$ cat src/rtl/dds_pkg.sv
package dds_pkg;

  localparam int unsigned DEF_ACC_W   = 32;
  localparam int unsigned DEF_PH_W    = 14;
  localparam int unsigned DEF_OFF_W   = 5;
  localparam int unsigned DEF_CTRL_W  = 3;
  localparam int unsigned DEF_BYTE_W  = 8;
  localparam int unsigned DEF_LATENCY = 18;

  typedef enum logic {
    LOAD_PAR = 1'b0,
    LOAD_SER = 1'b1
  } load_mode_e;

  function automatic int unsigned word_width(input int unsigned off_w,
                                             input int unsigned ctrl_w,
                                             input int unsigned acc_w);
    return off_w + ctrl_w + acc_w;
  endfunction

endpackage

$ cat src/rtl/dds_stage_loader.sv
module dds_stage_loader
  import dds_pkg::*;
#(
  parameter int unsigned WORD_W = 40,
  parameter int unsigned BYTE_W = 8,
  localparam int unsigned NBYTES = WORD_W / BYTE_W,
  localparam int unsigned BCNT_W = $clog2(NBYTES + 1),
  localparam int unsigned SCNT_W = $clog2(WORD_W + 1)
) (
  input  logic              clk,
  input  logic              rst,
  input  load_mode_e        mode,
  input  logic              wr_en,
  input  logic [BYTE_W-1:0] wr_byte,
  input  logic              wr_bit,
  input  logic              clr,
  output logic [WORD_W-1:0] stage_word,
  output logic [BCNT_W-1:0] par_cnt,
  output logic [SCNT_W-1:0] ser_cnt
);

  logic [WORD_W-1:0] stage_q;
  logic [WORD_W-1:0] stage_d;
  logic [BCNT_W-1:0] pcnt_q;
  logic [SCNT_W-1:0] scnt_q;
  logic              par_take;
  logic              ser_take;

  assign par_take = wr_en && (mode == LOAD_PAR) && (pcnt_q < BCNT_W'(NBYTES)) && !clr;
  assign ser_take = wr_en && (mode == LOAD_SER) && (scnt_q < SCNT_W'(WORD_W)) && !clr;

  // Next staging value: one byte lane or one bit position per write.
  always_comb begin
    stage_d = stage_q;
    if (par_take) begin
      for (int k = 0; k < NBYTES; k++) begin
        if (pcnt_q == BCNT_W'(k)) begin
          stage_d[WORD_W-1-k*BYTE_W -: BYTE_W] = wr_byte;
        end
      end
    end
    if (ser_take) begin
      for (int n = 0; n < WORD_W; n++) begin
        if (scnt_q == SCNT_W'(n)) begin
          stage_d[n] = wr_bit;
        end
      end
    end
  end

  // Staging data is deliberately outside the reset domain.
  always_ff @(posedge clk) begin
    stage_q <= stage_d;
  end

  always_ff @(posedge clk) begin
    if (rst || clr) begin
      pcnt_q <= '0;
      scnt_q <= '0;
    end else begin
      if (par_take) pcnt_q <= pcnt_q + 1'b1;
      if (ser_take) scnt_q <= scnt_q + 1'b1;
    end
  end

  assign stage_word = stage_q;
  assign par_cnt    = pcnt_q;
  assign ser_cnt    = scnt_q;

endmodule

$ cat src/rtl/dds_update_sync.sv
module dds_update_sync #(
  parameter int unsigned WORD_W = 40
) (
  input  logic              clk,
  input  logic              rst,
  input  logic              upd,
  input  logic [WORD_W-1:0] stage_word,
  output logic              upd_rise,
  output logic [WORD_W-1:0] hold_word,
  output logic [WORD_W-1:0] active_word
);

  logic              upd_q;
  logic              pend_q;
  logic [WORD_W-1:0] hold_q;
  logic [WORD_W-1:0] active_q;

  assign upd_rise = upd && !upd_q;

  always_ff @(posedge clk) begin
    if (rst) begin
      upd_q    <= 1'b0;
      pend_q   <= 1'b0;
      hold_q   <= '0;
      active_q <= '0;
    end else begin
      upd_q  <= upd;
      pend_q <= upd_rise;
      if (upd_rise) hold_q   <= stage_word;
      if (pend_q)   active_q <= hold_q;
    end
  end

  assign hold_word   = hold_q;
  assign active_word = active_q;

endmodule

$ cat src/rtl/dds_phase_path.sv
module dds_phase_path #(
  parameter int unsigned ACC_W   = 32,
  parameter int unsigned PH_W    = 14,
  parameter int unsigned OFF_W   = 5,
  parameter int unsigned LATENCY = 18,
  localparam int unsigned DEPTH     = LATENCY - 1,
  localparam int unsigned OFF_SHIFT = PH_W - OFF_W
) (
  input  logic             clk,
  input  logic             rst,
  input  logic [ACC_W-1:0] ftw,
  input  logic [OFF_W-1:0] offset,
  output logic [ACC_W-1:0] acc_val,
  output logic [PH_W-1:0]  phase_out
);

  logic [ACC_W-1:0] acc_q;
  logic [PH_W-1:0]  phase_c;

  always_ff @(posedge clk) begin
    if (rst) acc_q <= '0;
    else     acc_q <= acc_q + ftw;
  end

  assign phase_c = acc_q[ACC_W-1 -: PH_W] + {offset, {OFF_SHIFT{1'b0}}};

  // Delay line that brings the total update-to-output latency to LATENCY.
  generate
    if (DEPTH == 1) begin : g_single
      logic [PH_W-1:0] ph_q;
      always_ff @(posedge clk) begin
        if (rst) ph_q <= '0;
        else     ph_q <= phase_c;
      end
      assign phase_out = ph_q;
    end else begin : g_chain
      logic [DEPTH-1:0][PH_W-1:0] pipe_q;
      always_ff @(posedge clk) begin
        if (rst) pipe_q <= '0;
        else     pipe_q <= {pipe_q[DEPTH-2:0], phase_c};
      end
      assign phase_out = pipe_q[DEPTH-1];
    end
  endgenerate

  assign acc_val = acc_q;

endmodule

$ cat src/rtl/dds_phase_core.sv
module dds_phase_core
  import dds_pkg::*;
#(
  parameter int unsigned ACC_W   = DEF_ACC_W,
  parameter int unsigned PH_W    = DEF_PH_W,
  parameter int unsigned OFF_W   = DEF_OFF_W,
  parameter int unsigned CTRL_W  = DEF_CTRL_W,
  parameter int unsigned BYTE_W  = DEF_BYTE_W,
  parameter int unsigned LATENCY = DEF_LATENCY,
  localparam int unsigned WORD_W = word_width(OFF_W, CTRL_W, ACC_W),
  localparam int unsigned NBYTES = WORD_W / BYTE_W,
  localparam int unsigned BCNT_W = $clog2(NBYTES + 1),
  localparam int unsigned SCNT_W = $clog2(WORD_W + 1)
) (
  input  logic              clk,
  input  logic              rst,
  input  logic              ser_mode,
  input  logic              wr_en,
  input  logic [BYTE_W-1:0] wr_byte,
  input  logic              wr_bit,
  input  logic              upd,
  output logic [PH_W-1:0]   phase_out,
  output logic              mult_en
);

  logic [WORD_W-1:0] stage_word;
  logic [WORD_W-1:0] hold_word;
  logic [WORD_W-1:0] active_word;
  logic [BCNT_W-1:0] par_cnt;
  logic [SCNT_W-1:0] ser_cnt;
  logic              upd_rise;
  logic [ACC_W-1:0]  acc_val;
  logic [ACC_W-1:0]  ftw;
  logic [OFF_W-1:0]  offset;
  logic [CTRL_W-1:0] ctrl;

  dds_stage_loader #(
    .WORD_W (WORD_W),
    .BYTE_W (BYTE_W)
  ) u_loader (
    .clk        (clk),
    .rst        (rst),
    .mode       (load_mode_e'(ser_mode)),
    .wr_en      (wr_en),
    .wr_byte    (wr_byte),
    .wr_bit     (wr_bit),
    .clr        (upd_rise),
    .stage_word (stage_word),
    .par_cnt    (par_cnt),
    .ser_cnt    (ser_cnt)
  );

  dds_update_sync #(
    .WORD_W (WORD_W)
  ) u_sync (
    .clk         (clk),
    .rst         (rst),
    .upd         (upd),
    .stage_word  (stage_word),
    .upd_rise    (upd_rise),
    .hold_word   (hold_word),
    .active_word (active_word)
  );

  assign offset = active_word[WORD_W-1 -: OFF_W];
  assign ctrl   = active_word[ACC_W +: CTRL_W];
  assign ftw    = active_word[ACC_W-1:0];

  dds_phase_path #(
    .ACC_W   (ACC_W),
    .PH_W    (PH_W),
    .OFF_W   (OFF_W),
    .LATENCY (LATENCY)
  ) u_path (
    .clk       (clk),
    .rst       (rst),
    .ftw       (ftw),
    .offset    (offset),
    .acc_val   (acc_val),
    .phase_out (phase_out)
  );

  assign mult_en = ctrl[0];

endmodule

$ cat config.mk
export PLATFORM = sky130hd
export DESIGN_NAME = dds_phase_core
export DESIGN_NICKNAME = d
export VERILOG_FILES = /design/src/rtl/dds_pkg.sv /design/src/rtl/dds_stage_loader.sv /design/src/rtl/dds_update_sync.sv /design/src/rtl/dds_phase_path.sv /design/src/rtl/dds_phase_core.sv
export SDC_FILE = /design/constraint.sdc
export NUM_CORES = 1
export LEC_CHECK = 0
export BUFFER_PORTS_ARGS = -buffer_cell sky130_fd_sc_hd__buf_2
export CORE_AREA = 2 2 240 242
export DETAILED_ROUTE_END_ITERATION = 16
export DIE_AREA = 0 0 242 244
export SYNTH_ARGS = -nofsm -noshare
export SYNTH_HDL_FRONTEND = slang
export SYNTH_SLANG_ARGS = --single-unit
$ cat constraint.sdc
create_clock -name clk -period 3 [get_ports clk]
set_input_delay 0.3 -clock clk [delete_from_list [all_inputs] [get_ports clk]]
set_output_delay 0.3 -clock clk [all_outputs]
set_load 0.01 [all_outputs]
-- Yosys cells after proc, flatten, opt, wreduce, memory -nomap -nowiden
Cells that the tools add are included.
W data, S select, Z words.
- order comparisons: 2
- bitwise logic cells: 1
- add/subtract/negate cells: 4
- mux-type cells: 47
- reduce and logical (&&, ||, !) cells: 12
- equal/unequal tests: 43
- operators with widths (cell ; count):
    $eq A6 B5 Y1 const B ; 16
    $mux W40 ; 2
    $eq A6 B4 Y1 const B ; 8
    $eq A6 B6 Y1 const B ; 8
    $mux W1 ; 40
    $mux W8 ; 5
    $add A32 B32 Y32 ; 1
    $eq A6 B3 Y1 const B ; 4
    $add A14 B14 Y14 ; 1
    $eq A6 B2 Y1 const B ; 2
    $logic_and A1 B1 Y1 ; 7
    $add A6 B1 Y6 const B ; 1
    $eq A3 B2 Y1 const B ; 2
    $eq A6 B1 Y1 const B ; 1
    $logic_not A6 Y1 ; 1
    $lt A6 B6 Y1 const B ; 1
    $add A3 B1 Y3 const B ; 1
    $eq A3 B1 Y1 const B ; 1
    $eq A3 B3 Y1 const B ; 1
    $logic_not A3 Y1 ; 1
    $lt A3 B3 Y1 const B ; 1
    $logic_not A1 Y1 ; 2
    $logic_or A1 B1 Y1 ; 1
    $not A1 Y1 ; 1
- word-level logic and storage cells: 134
- flip-flop bits (word level): 401
- bits of input ports: 14
- output and inout port bits: 15

-- Logic depth before layout (Yosys ltp)
Gate-level depths: netlist (run 1).
- word-level depth: 7
- depth in mapped cells: 10
- gate-level depth less buffers: 10

-- Hierarchy
From an unflattened synthesis (run 1), not the netlist that was laid out.
- cells, all modules: 1414
- area total of the unflattened synthesis: 15292.2 um^2
- modules (own cells, without submodules) (module ; seq. area each (um^2) ; area each (um^2) ; instances ; cells an instance):
    dds_phase_path ; 5405.2 ; 9163.8 ; 1 ; 846
    dds_update_sync ; 1641.6 ; 3522.1 ; 1 ; 315
    dds_stage_loader ; 980.9 ; 2606.2 ; 1 ; 253

-- Least setup slack after synthesis (run 1)
Ideal clock, no wire load.
- kind: register -> register
- from: reg u_sync.active_q[0] (netlist: u_sync.active_word[0])
- to: reg u_path.acc_q[28] (netlist: u_path.acc_val[28])
- data required time: 2.877 ns
- cell stages (with the launch flop): 11
- period minus slack after synthesis: 2.346 ns
- setup slack: 0.654 ns
- arrival time: 2.223 ns
- buffers on the path: 0
- path through: dfxtp_1 -> ha_1 -> inv_1 -> fa_1 -> nor2b_1 -> o31a_1 -> o31a_1 -> a21oi_2 -> o211ai_2 -> a221oi_2 -> mux2_1
- cells in the longest elaborated chain, start to end: 1
- ends and longest elaborated chain (element ; line ; RTL):
    start, declared ; dds_update_sync.sv:16 ; logic [WORD_W-1:0] active_q;
    start signal, assigned ; dds_update_sync.sv:30 ; if (pend_q) active_q <= hold_q;
    $add A32 B32 Y32 ; dds_phase_path.sv:22 ; else acc_q <= acc_q + ftw;
    end signal, assigned ; dds_phase_path.sv:22 ;
    end, declared ; dds_phase_path.sv:17 ; logic [ACC_W-1:0] acc_q;
Every way passes these cells.
A chain may end at the register's enable or synchronous reset.

-- Final worst setup path (run 1)
Ends and elaborated chain as after synthesis.

==> results of run 1 <==
[registers in the layout (all words and copies together), names as in the netlist]
| register | cells |
|---|---|
| u_path.acc_val | 32 |
| u_loader.stage_word | 38 |
| u_path.g_chain.pipe_q | 224 |
| u_loader.par_cnt | 3 |
| u_sync.upd_q | 1 |
| u_path.phase_out | 14 |
| u_sync.hold_word | 38 |
| u_sync.pend_q | 1 |
| u_loader.ser_cnt | 6 |
| u_sync.active_word | 38 |
[report_power, final]
part	leakage [nW]	internal (mW)	switching, mW	total, mW
combinational	2.68	0.128	0.202	0.330
clock	0.577	2.50	1.95	4.45
sequential	3.19	5.35	0.0638	5.41
total	6.45	7.98	2.22	10.2
[per-stage QoR]
stage	utilization	cell area (um2)
2_1_floorplan	-	14040
3_3_place_gp	0.2642	14840
3_5_place_dp	0.2642	14840
4_1_cts	0.2850	16010
5_1_grt	0.2850	16010
6_report	0.2850	16010
[per-layer routing]
layer / vias up / wire length (um)
li1: 4498 / -
met1: 3960 / 12050
met2: 152 / 10270
met3: 31 / 1096
met4: 0 / 419
met5: - / 0
[cell usage in the layout, fill, tap and decap left out, types with 16 or more instances in the layout]
master / Yosys / routed
buf_2: 3 / 27
mux2i_1: 77 / 77
dfxtp_1: 395 / 394
nor2_1: 130 / 130
a22o_1: 38 / 38
inv_1: 18 / 18
o21ai_0: 16 / 16
ha_1: 44 / 44
nand2_1: 60 / 60
nor2b_1: 245 / 243
a21o_1: 21 / 21
a21oi_1: 66 / 66
clkbuf_16: 0 / 38
[logic make-up (layout without fill, tap and decap cells)]
family	Yosys count	in the layout	synth area share
buffers and inverters	101	117	0.03154
AOI/OAI and AO/OA	204	204	0.1010
DFF	395	395	0.5632
xor gates and xnor gates	24	24	0.01497
and+or+nand+nor	502	502	0.1900
muxes	80	80	0.05730
adders and majority gates	46	46	0.04206
[synth_stat cells, types with 16 or more instances]
cell type  number  area share
dfxtp_1       395        0.56
nor2b_1       245        0.11
nor2_1        130       0.035
mux2i_1        77       0.055
a21oi_1        66       0.024
clkbuf_1       63       0.017
nand2_1        60       0.016
ha_1           44       0.039
a22o_1         38       0.024
a21o_1         21       0.011
inv_1          18      0.0048
o21ai_0        16      0.0057
[worst reg2reg max path, stage by stage (launching register included)]
cell	delay, ns
dfxtp_1	0.31
ha_1	0.21
inv_1	0.07
fa_1	0.17
nor2b_1	0.07
o31a_1	0.27
o31a_1	0.35
a21oi_2	0.28
o211ai_2	0.16
a221oi_2	0.27
mux2_1	0.33
[final timing paths]
kind,from,endpoint,slack (ns),depth (start not counted)
max,u_sync.active_word[0],u_path.acc_val[28],0.38,10
min,upd,u_sync.upd_q,0.06,2
max reg2reg,u_sync.active_word[0],u_path.acc_val[28],0.38,10
min reg2reg,u_path.g_chain.pipe_q[25],u_path.g_chain.pipe_q[39],0.42,1
[layout make-up]
cell class	instances	area (um2)	share of cell area
sequential	395	7909	0.4941
multi-input combinational	856	5695	0.3558
timing repair buffer	34	220.2	0.01376
clock inverter	15	112.6	0.007035
tap	756	945.9	0.05909
clock buffer	50	1056	0.06597
inverter	18	67.56	0.004221
==> results.sh, run 1 <==
export IMPL_clk_path_buf_depth=3
export IMPL_place_ws_ns=0.3884
export IMPL_cts_tree="yes"
export IMPL_root_buffer="clkbuf_16"
export IMPL_syn_inst=1352
export IMPL_drive_gt1_frac=0.07895
export IMPL_synth_edff_count=0
export IMPL_syn_avg_cell_area_um2=10.39
export IMPL_skew_ns=0.02049
export IMPL_fmax_mhz=381.5
export IMPL_end_kind="flop"
export IMPL_max_cap_violations=0
export IMPL_power_mw=10.20
export IMPL_synth_async_reset_ratio=0
export IMPL_path_cells="ha_1, inv_1, fa_1, nor2b_1, o31a_1, o31a_1, a21oi_2, o211ai_2, a221oi_2, mux2_1"
export IMPL_synth_warnings=0
export IMPL_critPathMaxStageDelay_ns=0.35
export IMPL_grt_use_total=0.07964
export IMPL_post_cts_setup_buffer_count=0
export IMPL_n_antenna_cell=0
export IMPL_crit_path_frequent_cell="o31a_1"
export IMPL_postCtsHoldBufs=0
export IMPL_period_needed_ns=2.621
export IMPL_via_per_inst=4.068
export IMPL_clkSinkCount=395
export IMPL_outcome="completed"
export IMPL_setup_viol=0
export IMPL_fillers=5869
export IMPL_postRouteWirelength_um=23830
export IMPL_setup_ws_ns=0.3789
export IMPL_vias=8641
export IMPL_yosysUniqueCellTypes=65
export IMPL_finalCritPeriodShare=0.8737
export IMPL_gr_usage_met2=0.1249
export IMPL_wl_per_cell_um=11.22
export IMPL_grt_ovfl_total=0
export IMPL_final_hold_violation_count=0
export IMPL_crit_buf_inv=1
export IMPL_pwr_density_cell_nw_per_um2=636.9
export IMPL_place_hpwl_um=15330
export IMPL_netlist_area_um2=14040
export IMPL_syn_to_final_growth_pct=14.00
export IMPL_nets=1403
export IMPL_hold_ws_ns=0.05984
export IMPL_syn_num_nets=1412
export IMPL_clock_latency_ns=0.53
export IMPL_first_iter_violations=401
export IMPL_post_cts_resized=0
export IMPL_grt_busiest_layer="met2"
export IMPL_grtUsageMet1=0.1075
export IMPL_grt_pass1_wl_um=39610
export IMPL_hold_class="in -> reg"
export IMPL_die_x_um=242
export IMPL_ys_flop_type="dfxtp_1"
export IMPL_power_leakage_nw=6.446
export IMPL_tns_ns=0
export IMPL_start_kind="flop"
export IMPL_grt_start_max_net_pins=148
export IMPL_worst_pin_slew_ns=0.7179
export IMPL_worst_path_max_fanout=6
export IMPL_cts_max_level=2
export IMPL_rows=87
export IMPL_cts_made_buffers=38
export IMPL_setup_worst_path_class="reg -> reg"
export IMPL_critPathRequiredTime_ns=3.40
export IMPL_rsz0062_at_grt="no"
export IMPL_dr_pass1_iters=5
export IMPL_die_area_um2=59050
export IMPL_ant_nets=0
export IMPL_grt_pass1_vias=7963
export IMPL_io_pins=29
export IMPL_maxSlewHeadroom=0.5149
export IMPL_arrival_ns=3.02
export IMPL_gr_usage_met3=0.01953
export IMPL_place_gp_congestion=0.8210
export IMPL_layoutNonFillerInstCount=2124
export IMPL_drc_errors=0
export IMPL_finalMaxSlewViolations=0
export IMPL_port_buffers=28
export IMPL_die_height_um=244
export IMPL_clk_pin_slew_ns=0.06
export IMPL_ys_seq_elements=395
export IMPL_initial_core_util=0.2500
export IMPL_antenna_found_initial=0
export IMPL_core_area_um2=56170
export IMPL_cp_top_family="compound AO/OA/AOI/OAI gates"
export IMPL_ys_seq_area_frac=0.5632
export IMPL_max_vdd_ir_drop_mv=0.3300
export IMPL_critPathSlowestCell="o31a_1"
export IMPL_place_inst=2059
Note: power is estimated with default switching activity, not from simulation.
==> run 2: changes to the inputs <==
ABC_AREA = 1   (was default)
CORE_AREA = 2 2 248 250   (was 2 2 240 242)
DIE_AREA = 0 0 250 252   (was 0 0 242 244)
==> results.sh, run 2 <==
export IMPL_pwr_density_cell_nw_per_um2=655.0
export IMPL_netlist_area_um2=14930
export IMPL_grtUsageMet1=0.1217
export IMPL_clock_latency_ns=0.56
export IMPL_port_buffers=28
export IMPL_drc_errors=0
export IMPL_synth_edff_count=0
export IMPL_core_area_um2=60130
export IMPL_hold_class="in -> reg"
export IMPL_die_x_um=250
export IMPL_wl_per_cell_um=10.00
export IMPL_top_register="u_path.g_chain.pipe_q"
export IMPL_fmax_mhz=498.4
export IMPL_clkSinkCount=395
export IMPL_clk_pin_slew_ns=0.06
export IMPL_synth_warnings=0
export IMPL_ys_seq_area_frac=0.5296
export IMPL_finalInstanceArea_um2=17050
export IMPL_postRouteWirelength_um=27810
export IMPL_postLayoutCoreUtil=0.2835
export IMPL_ys_seq_elements=395
export IMPL_gr_usage_met2=0.1396
export IMPL_layout_commonest_cell="inv_1"
export IMPL_antenna_found_initial=0
export IMPL_synth_top_cells_by_area="dfxtp_1 53%, inv_1 11%, nor2_1 8.1%, nand2_1 8.1%, o21ai_0 4.3%"
export IMPL_min_from="wr_bit"
export IMPL_ant_nets=0
export IMPL_syn_avg_cell_area_um2=7.587
export IMPL_finalMaxSlewViolations=0
export IMPL_post_cts_setup_buffer_count=0
export IMPL_syn_num_nets=2028
export IMPL_drive_gt1_frac=0.05105
export IMPL_ys_flop_type="dfxtp_1"
export IMPL_cts_max_level=2
export IMPL_setup_viol=0
export IMPL_worst_pin_slew_ns=0.9761
export IMPL_critPathRequiredTime_ns=3.43
export IMPL_period_needed_ns=2.007
export IMPL_rrSetupSlack_ns=0.99
export IMPL_worst_path_max_fanout=4
export IMPL_n_antenna_cell=0
export IMPL_grt_use_total=0.08940
export IMPL_maxSlewHeadroom=0.3485
export IMPL_mostFrequentLayoutCells="447 x inv_1, 394 x dfxtp_1, 324 x nor2_1, 321 x nand2_1, 127 x o21ai_0"
export IMPL_rsz0062_at_grt="no"
export IMPL_synth_async_reset_ratio=0
export IMPL_final_hold_violation_count=0
export IMPL_grt_start_max_net_pins=217
export IMPL_grt_busiest_layer="met2"
export IMPL_dr_pass1_iters=5
export IMPL_arrival_ns=2.44
export IMPL_syn_inst=1968
export IMPL_outcome="completed"
export IMPL_root_buffer="clkbuf_16"
export IMPL_cts_tree="yes"
export IMPL_startpoint="u_sync.active_word[0]"
export IMPL_synth_area_leader_cell="dfxtp_1"
export IMPL_postCtsHoldBufs=1
export IMPL_placed_cell_area_um2=15760
export IMPL_die_height_um=252
export IMPL_synth_top_area_frac=0.5296
export IMPL_hold_ws_ns=0.07082
export IMPL_vias=10820
export IMPL_grt_pass1_wl_um=47170
export IMPL_setup_worst_path_class="reg -> reg"
export IMPL_start_kind="flop"
export IMPL_io_pins=29
export IMPL_grt_ovfl_total=0
export IMPL_synth_most_common_cell="inv_1"
export IMPL_via_per_inst=3.893
export IMPL_finalCritPeriodShare=0.6689
export IMPL_grt_pass1_vias=9970
export IMPL_syn_to_final_growth_pct=14.17
export IMPL_max_vdd_ir_drop_mv=0.4028
export IMPL_first_iter_violations=697
export IMPL_yosys_top_cells_count="447 x inv_1, 395 x dfxtp_1, 324 x nor2_1"
export IMPL_skew_ns=0.02229
export IMPL_post_cts_resized=0
export IMPL_timing_rr_start="u_sync.active_word[0]"
export IMPL_die_area_um2=63000
export IMPL_clk_path_buf_depth=3
export IMPL_largest_register_ff_count=224
export IMPL_initial_core_util=0.2483
export IMPL_place_gp_congestion=0.8536
export IMPL_yosysUniqueCellTypes=37
export IMPL_cts_made_buffers=39
export IMPL_place_hpwl_um=19000
export IMPL_rows=90
export IMPL_nets=2030
export IMPL_end_kind="flop"
export IMPL_max_cap_violations=0
export IMPL_gr_usage_met3=0.02074
export IMPL_power_leakage_nw=7.385
export IMPL_tns_ns=0
-- run 2: layer usage --
metal | part of all wire | vias up
li1 | - | 5881
met1 | 0.52 | 4740
met2 | 0.41 | 157
met3 | 0.044 | 44
met4 | 0.021 | 0
met5 | 0 | -
-- run 2: path summary, 6_finish.rpt --
| kind | end | cells after the start |
|---|---|---|
| worst min-delay path | u_loader.stage_word[11] | 3 |
| worst min register to register | u_path.g_chain.pipe_q[195] | 2 |
| worst max-delay path | u_path.acc_val[28] | 11 |
| worst max register to register | u_path.acc_val[28] | 11 |
-- run 2: power breakdown --
part	switching (mW)	leakage, nW	internal, mW
sequential	0.116	3.21	5.50
combinational	0.504	3.56	0.267
clock	2.06	0.614	2.72
total	2.67	7.38	8.49
-- run 2: area by class of cell --
class / instances / area, um2
clock buffers: 58 / 1117
clock inverters: 11 / 160.2
fillers: 6531 / 43090
inverters: 450 / 1689
multi-input cells: 1048 / 4969
flip-flops and latches: 395 / 7909
well taps: 782 / 978.4
repair buffers: 36 / 224.0
-- run 2: critical path: stages, from the launching register on --
cell and delay (ns):
dfxtp_1 0.34, ha_1 0.22, inv_1 0.07, fa_1 0.40, inv_1 0.11, nand3_1 0.07
nand3_1 0.14, nand3_1 0.09, nand3_1 0.16, nand2_1 0.10, a21oi_1 0.14, nor2_1 0.06
-- run 2: per-stage QoR --
| step | total power, mW | worst slack [ns] | instances |
|---|---|---|---|
| after detailed placement | 6.501 | 0.9806 | 2710 |
| final | 11.16 | 0.9934 | 2780 |
| after global placement | 6.494 | 1.037 | 2710 |
| after CTS | 11.35 | 0.9633 | 2780 |
| after global routing | 11.75 | 0.7839 | 2780 |
| after floorplan | 6.285 | 1.273 | 1968 |
-- run 2: logic make-up after synthesis --
logic type | after synthesis | share of synthesized area
compound gates | 277 | 0.09972
xor+xnor | 3 | 0.001760
fa+ha+maj | 46 | 0.03955
buf+inv | 525 | 0.1376
flops | 395 | 0.5296
simple gates | 722 | 0.1917
==> run 3: changes to the inputs <==
clock period = 2 ns   (was 3 ns; I/O delays follow)
==> results.sh, run 3 (synthesis results as in run 2) <==
export IMPL_grt_pass1_vias=9990
export IMPL_cts_made_buffers=39
export IMPL_share_clk_of_total_power=0.446
export IMPL_grt_pass1_wl_um=48780
export IMPL_pwr_share_seq=0.484
export IMPL_syn_to_final_growth_pct=16.57
export IMPL_max_cap_violations=0
export IMPL_top_register="u_path.g_chain.pipe_q"
export IMPL_n_antenna_cell=0
export IMPL_period_needed_ns=1.845
export IMPL_die_x_um=250
export IMPL_end_kind="flop"
export IMPL_drc_errors=0
export IMPL_power_mw=17.37
export IMPL_power_switching_mw=4.110
export IMPL_netSwitchingFraction=0.2366
export IMPL_power_leakage_nw=7.573
export IMPL_arrival_ns=2.31
export IMPL_worst_path_max_fanout=5
export IMPL_maxSlewHeadroom=0.4810
export IMPL_mostFrequentLayoutCells="447 x inv_1, 394 x dfxtp_1, 323 x nor2_1, 319 x nand2_1, 127 x o21ai_0"
export IMPL_critPathRequiredTime_ns=2.46
export IMPL_grt_ovfl_total=0
export IMPL_worst_pin_slew_ns=0.7785
export IMPL_crit_path_frequent_cell="nand2_1"
export IMPL_p_int_mw=13.26
export IMPL_outcome="completed"
export IMPL_io_pins=29
export IMPL_max_vdd_ir_drop_mv=0.6047
export IMPL_dr_pass1_iters=7
export IMPL_layout_commonest_cell="inv_1"
export IMPL_postRouteWirelength_um=28960
export IMPL_setup_viol=0
export IMPL_placed_cell_area_um2=15920
export IMPL_pwr_density_cell_nw_per_um2=998.0
export IMPL_finalInstanceArea_um2=17400
export IMPL_first_iter_violations=697
export IMPL_clock_latency_ns=0.57
export IMPL_largest_register_ff_count=224
export IMPL_clk_pin_slew_ns=0.06
export IMPL_rows=90
export IMPL_startpoint="u_sync.active_word[5]"
export IMPL_cts_tree="yes"
export IMPL_via_per_inst=3.919
export IMPL_initial_core_util=0.2483
export IMPL_start_kind="flop"
export IMPL_root_buffer="clkbuf_16"
export IMPL_hold_class="in -> reg"
export IMPL_setup_worst_path_class="reg -> reg"
export IMPL_wl_per_cell_um=10.33
export IMPL_skew_ns=0.03765
export IMPL_fillers=6442
export IMPL_fmax_mhz=542.0
export IMPL_finalCritPeriodShare=0.9225
export IMPL_path_cells="ha_1, nand2_1, nor2_1, nand3_1, nand2_1, nand2_1, nand2_1, nand2_1, a21oi_1, nor2_1"
export IMPL_critPathMaxStageDelay_ns=0.37
export IMPL_nets=2053
export IMPL_cts_max_level=2
export IMPL_critPathSlowestCell="ha_1"
export IMPL_clkSinkCount=395
export IMPL_tns_ns=0
export IMPL_grt_start_max_net_pins=86
export IMPL_clk_path_buf_depth=3
export IMPL_antenna_found_initial=1
export IMPL_timing_rr_start="u_sync.active_word[5]"
export IMPL_rsz0062_at_grt="no"
export IMPL_port_buffers=28
export IMPL_core_area_um2=60130
export IMPL_final_hold_violation_count=0
export IMPL_die_height_um=252
export IMPL_ant_nets=0
export IMPL_die_area_um2=63000
export IMPL_vias=10980
export IMPL_drive_gt1_frac=0.06733
export IMPL_place_gp_congestion=0.8533
export IMPL_finalMaxSlewViolations=0
export IMPL_place_hpwl_um=19790
export IMPL_grt_use_total=0.09351
export IMPL_hold_ws_ns=0.02898
export IMPL_p_comb_frac=0.070
export IMPL_postLayoutCoreUtil=0.2894
export IMPL_min_from="wr_byte[4]"
## run 3: cell types whose count changed in the layout (fill, tap and decap cells not counted), sizes merged, moves of 4 or more
| cell | previous run | this run |
|---|---|---|
| dlygate4sd3 | 1 | 6 |
| bufinv | 1 | 5 |
| clkbuf | 59 | 53 |
| buf | 34 | 52 |
## run 3: metal layers
| layer | share of wire | track usage |
|---|---|---|
| met3 | 0.045 | 0.01898 |
| met1 | 0.51 | 0.1303 |
| met4 | 0.026 | 0.03165 |
| met5 | 0 | 0 |
| met2 | 0.41 | 0.1435 |
## run 3: path summary, 6_finish.rpt
kind                                                   to  slack, ns  cells after the start
worst max-delay path                   u_path.acc_val[31]       0.16                     10
worst min-delay path              u_loader.stage_word[28]       0.03                      3
worst max register to register         u_path.acc_val[31]       0.16                     10
worst min register to register  u_path.g_chain.pipe_q[68]       0.37                      2
## run 3: metrics by stage
stage          cells  worst slack, ns
4_1_cts         2801         0.006914
3_5_place_dp    2727          0.03860
2_1_floorplan   1968           0.2727
3_3_place_gp    2727          0.05760
5_1_grt         2802        0.0008080
6_report        2802           0.1550
## run 3: cell type report
cell class | instances | area [um2] | area share
flip-flops and latches | 395 | 7909 | 0.4544
multi-input cells | 1048 | 5009 | 0.2878
inverters | 450 | 1689 | 0.09705
clock buffers | 52 | 1095 | 0.06290
well taps | 782 | 978.4 | 0.05622
repair buffers | 59 | 446.7 | 0.02566
clock inverters | 16 | 277.8 | 0.01596
## run 3: what timing repair did
item                                    4_1_cts  5_1_grt
buffers inserted                              0        1
hold buffers                                  6        0
endpoints found under the setup margin        0       12
hold endpoints to repair                      8        0
gates resized for setup                       0       11
## run 3: critical path: cells and delay by family (launching register included)
kind	cells	cell delay, ns
and+or+nand+nor	8	0.93
DFF	1	0.31
adders and majority gates	1	0.37
AOI/OAI and AO/OA	1	0.14
## run 3: power groups by stage
stage	registers (mW)	clock network (mW)	logic (mW)
after global placement	8.58	0	1.21
after global routing	8.44	8.35	1.43
after detailed placement	8.58	0	1.21
after CTS	8.41	7.97	1.23
after floorplan	8.53	0	0.895
final	8.41	7.74	1.22
